[src/rtl/avg_vote_pkg.sv]
package avg_vote_pkg;
  localparam int unsigned VOTE_W = 9;
  localparam int unsigned IDX_W  = 4;
  localparam int unsigned PERM_W = VOTE_W * IDX_W;

  typedef logic [VOTE_W-1:0] vec_t;
  typedef logic [PERM_W-1:0] perm_t;

  // position k of a reordered vector reads source bit perm[k*IDX_W +: IDX_W]
  localparam perm_t PERM_IDENT = 36'h8_7_6_5_4_3_2_1_0;
  localparam perm_t PERM_A     = 36'h7_1_2_6_0_8_5_3_4;
  localparam perm_t PERM_B     = 36'h0_3_6_7_4_2_8_5_1;

  function automatic logic nand2(input logic a, input logic b);
    return ~(a & b);
  endfunction
endpackage

[src/rtl/bit_reorder.sv]
module bit_reorder
  import avg_vote_pkg::*;
#(
  parameter perm_t ORDER = PERM_IDENT
) (
  input  vec_t src,
  output vec_t dst
);
  for (genvar k = 0; k < int'(VOTE_W); k++) begin : g_lane
    localparam int SRC_IDX = int'(ORDER[k*IDX_W +: IDX_W]);
    assign dst[k] = src[SRC_IDX];
  end

  always_comb begin

    reorder_weight_chk: assert ($countones(dst) == $countones(src))
      else $error("reorder changed the number of set bits");
  end
endmodule

[src/rtl/nand_tree9.sv]
module nand_tree9
  import avg_vote_pkg::*;
(
  input  vec_t x,
  output logic y
);
  logic [7:0] lvl1;
  logic [3:0] lvl2;
  logic [1:0] lvl3;

  // leaves on overlapping neighbour pairs, grouped as the upper levels consume them
  assign lvl1[0] = nand2(x[0], x[1]);
  assign lvl1[1] = nand2(x[2], x[3]);
  assign lvl1[2] = nand2(x[1], x[2]);
  assign lvl1[3] = nand2(x[3], x[4]);
  assign lvl1[4] = nand2(x[4], x[5]);
  assign lvl1[5] = nand2(x[6], x[7]);
  assign lvl1[6] = nand2(x[5], x[6]);
  assign lvl1[7] = nand2(x[7], x[8]);

  for (genvar i = 0; i < 4; i++) begin : g_l2
    assign lvl2[i] = nand2(lvl1[2*i], lvl1[2*i+1]);
  end
  for (genvar j = 0; j < 2; j++) begin : g_l3
    assign lvl3[j] = nand2(lvl2[2*j], lvl2[2*j+1]);
  end
  assign y = nand2(lvl3[0], lvl3[1]);

  always_comb begin

    tree_zero_chk: assert (!(x == '0) || (y == 1'b0))
      else $error("tree did not vote 0 on all-zero input");

    tree_ones_chk: assert (!(x == '1) || (y == 1'b1))
      else $error("tree did not vote 1 on all-ones input");
  end
endmodule

[src/rtl/vote3_nand.sv]
module vote3_nand
  import avg_vote_pkg::*;
(
  input  logic [2:0] v,
  output logic       m
);
  logic n01, n12, n02;
  assign n01 = nand2(v[0], v[1]);
  assign n12 = nand2(v[1], v[2]);
  assign n02 = nand2(v[0], v[2]);
  assign m   = ~(n01 & n12 & n02);

  always_comb begin

    vote_count_chk: assert (m == ($countones(v) >= 2))
      else $error("vote stage disagrees with 2-of-3 count");
  end
endmodule

[src/rtl/avg_maj_vote.sv]
module avg_maj_vote
  import avg_vote_pkg::*;
#(
  parameter bit SHOW_SINGLE = 1'b1
) (
  input  logic              in_valid,
  output logic              in_ready,
  input  logic [VOTE_W-1:0] in_bits,
  output logic              out_valid,
  input  logic              out_ready,
  output logic              vote_out,
  output logic              single_out
);
  localparam int unsigned COPIES = 3;
  localparam perm_t ORDERS [COPIES] = '{PERM_IDENT, PERM_A, PERM_B};

  vec_t              seen [COPIES];
  logic [COPIES-1:0] tree_y;

  for (genvar c = 0; c < int'(COPIES); c++) begin : g_copy
    bit_reorder #(.ORDER(ORDERS[c])) u_ord (.src(in_bits), .dst(seen[c]));
    nand_tree9 u_tree (.x(seen[c]), .y(tree_y[c]));
  end

  vote3_nand u_vote (.v(tree_y), .m(vote_out));

  if (SHOW_SINGLE) begin : g_single
    assign single_out = tree_y[0];
  end else begin : g_nosingle
    assign single_out = 1'b0;
  end

  // pass-through handshake
  assign out_valid = in_valid;
  assign in_ready  = out_ready;

  always_comb begin

    unanimous_chk: assert (!((tree_y == '0) || (tree_y == '1)) || (vote_out == tree_y[0]))
      else $error("unanimous trees did not set the vote");
  end
endmodule

[config.mk]
export PLATFORM = sky130hd
export DESIGN_NAME = avg_maj_vote
export DESIGN_NICKNAME = d
export VERILOG_FILES = /design/src/rtl/avg_vote_pkg.sv /design/src/rtl/bit_reorder.sv /design/src/rtl/nand_tree9.sv /design/src/rtl/vote3_nand.sv /design/src/rtl/avg_maj_vote.sv
export SDC_FILE = /design/constraint.sdc
export NUM_CORES = 1
export LEC_CHECK = 0
export ABC_AREA = 1
export BUFFER_PORTS_ARGS = -buffer_cell sky130_fd_sc_hd__buf_4
export CAP_MARGIN = 30
export CORE_AREA = 2 2 39 41
export DETAILED_ROUTE_END_ITERATION = 8
export DIE_AREA = 0 0 41 43
export SLEW_MARGIN = 20
export SYNTH_ARGS = -nofsm -noshare
export SYNTH_HDL_FRONTEND = slang
export SYNTH_SLANG_ARGS = --single-unit
export TNS_END_PERCENT = 30
[constraint.sdc]
create_clock -name vclk -period 1.9
set_clock_uncertainty 0.2 [all_clocks]
set_input_delay 0.285 -clock vclk [all_inputs]
set_output_delay 0.285 -clock vclk [all_outputs]
set_load 0.01 [all_outputs]
==> impl_metrics.env <==
export IMPL_outcome="finished, final reports clean"
export IMPL_pwr_share_clk=0
export IMPL_die_area_um2=1760
export IMPL_min_period_ns=1.44
export IMPL_share_comb_of_total_power=1.000
export IMPL_synth_top_area_cell="nand2_1"
export IMPL_seqPwrFrac=0
export IMPL_crit_slowest_cell="buf_4"
export IMPL_cp_arrival_ns=0.96
export IMPL_met1_usage=0.0854
export IMPL_first_global_vias=199
export IMPL_cp_slowest_stage_delay_ns=0.14
export IMPL_grt_use_met2=0.0969
export IMPL_io_buffer_count=11
export IMPL_hp_class="input pin to output port"
export IMPL_cpLargestDelayFamily="simple AND/OR/NAND/NOR gates"
export IMPL_start_util=0.143
export IMPL_drc=0
export IMPL_rsz0062_at_grt="false"
export IMPL_n_antenna_cell=0
export IMPL_slew_headroom=0.943
export IMPL_syn_instance_count=47
export IMPL_drt_pass1_iterations=3
export IMPL_tightestPinTransition_ns=0.0852
export IMPL_finalWorstSetupSlack_ns=0.460
export IMPL_cp_end_kind="output port"
export IMPL_ys_seq_area_frac=0
export IMPL_ys_top_cells_by_area="nand2_1 (78%), nand2_2 (9.5%), buf_4 (7.6%)"
export IMPL_synth_nets=58
export IMPL_nets=69
export IMPL_vdd_ir_drop_max_uv=47.2
export IMPL_ys_warn_count=0
export IMPL_coreArea_um2=1380
export IMPL_met3_usage=0
export IMPL_synth_area_um2=198
export IMPL_max_cap_violations=0
export IMPL_synth_distinct_cells=4
export IMPL_stdcell_count=72
export IMPL_num_vias=276
export IMPL_antenna_found_initial=0
export IMPL_grt_usage=0.0579
export IMPL_yosys_area_top_type_share=0.778
export IMPL_hold_buffers=0
export IMPL_viasPerCell=3.83
export IMPL_p_sw_uw=37.2
export IMPL_wl_per_cell_um=7.67
export IMPL_overflow=0
export IMPL_grt_pass1_wl_um=765
export IMPL_gp_congestion=0.687
export IMPL_synth_common_cells="nand2_1 (41), nand2_2 (3), buf_4 (2)"
export IMPL_pre_cts_slack_ns=0.452
export IMPL_final_clkbuf_count=0
export IMPL_powerDensity_nw_per_um2=251
export IMPL_syn_mean_instance_area_um2=4.21
export IMPL_finalHoldViolCount=0
export IMPL_whs_ns=0.370
export IMPL_p_leak_uw=0.000190
export IMPL_crit_buf_inv=2
export IMPL_dieWidth_um=41
export IMPL_drive_above_1_share=0.268
export IMPL_ant_nets=0
export IMPL_drt_total_wl_um=552
export IMPL_critPathMostFrequentCell="nand2_1"
export IMPL_min_period_over_period=0.758
export IMPL_drt_iter0_markers=5
export IMPL_rows=14
export IMPL_ios=15
export IMPL_required_ns=1.41
export IMPL_setup_viol=0
export IMPL_area_growth_pct=44.3
export IMPL_die_h_um=43
export IMPL_switching_share=0.519
export IMPL_register_area_um2=0
export IMPL_path_cells="buf_4, nand2_1, nand2_1, nand2_1, nand2_1, nand2_1, nand3_2, buf_4"
export IMPL_path_class="input pin to output port"
export IMPL_internal_power_uw=34.4
export IMPL_placed_cells=72
export IMPL_grt_busiest_layer="met2"
export IMPL_fmax_mhz=694
export IMPL_design_seq_count=0
export IMPL_synth_most_common_cell="nand2_1"
export IMPL_finalMaxSlewViolations=0
export IMPL_post_cts_buffers=0
export IMPL_path_max_fanout=4
export IMPL_cts_resized=0
export IMPL_tns_ns=0
export IMPL_cp_start_kind="input pin"
export IMPL_grt_start_max_net_pins=6
==> path summary, 6_finish.rpt <==
| check | startpoint | endpoint | cells after the start |
|---|---|---|---|
| setup / recovery | in_bits[8] | vote_out | 8 |
| hold / removal | in_valid | out_valid | 0 |
==> layout make-up <==
type / instances / area, um2
timing repair buffer: 11 / 82.6
fill: 170 / 1100
multi-input combinational: 45 / 183
tap: 16 / 20.0
==> cells in the final DEF (no fill, tap or decap) <==
master / Yosys / final
buf_4: 2 / 11
nand2_1: 41 / 41
nand2_2: 3 / 3
nand3_2: 1 / 1
==> layer usage <==
| layer | wire [um] | up-vias | part of all wire |
|---|---|---|---|
| met2 | 255 | 8 | 0.46 |
| met3 | 34 | 0 | 0.062 |
| met5 | 0 | - | 0 |
| li1 | - | 158 | - |
| met4 | 0 | 0 | 0 |
| met1 | 263 | 110 | 0.48 |
==> metrics by stage <==
stage / power (uW) / util / instance area, um2
floorplan: 40.6 / - / 198
CTS: 72.5 / 0.206 / 285
detailed placement: 72.4 / 0.206 / 285
finish: 71.7 / 0.206 / 285
global route: 81.2 / 0.206 / 285
global placement: 71.7 / 0.206 / 285
==> logic make-up (layout without fill, tap and decap cells) <==
logic type | after synthesis | in the layout | synth area share
and+or+nand+nor | 45 | 45 | 0.924
buffers and inverters | 2 | 11 | 0.0759
==> power by group through the flow <==
stage / logic [uW] / registers (uW) / clock network, uW
floorplan: 40.6 / 0 / 0
global placement: 71.7 / 0 / 0
detailed placement: 72.4 / 0 / 0
CTS: 72.5 / 0 / 0
global route: 81.2 / 0 / 0
finish: 71.7 / 0 / 0
(Power assumes the default switching activity.)
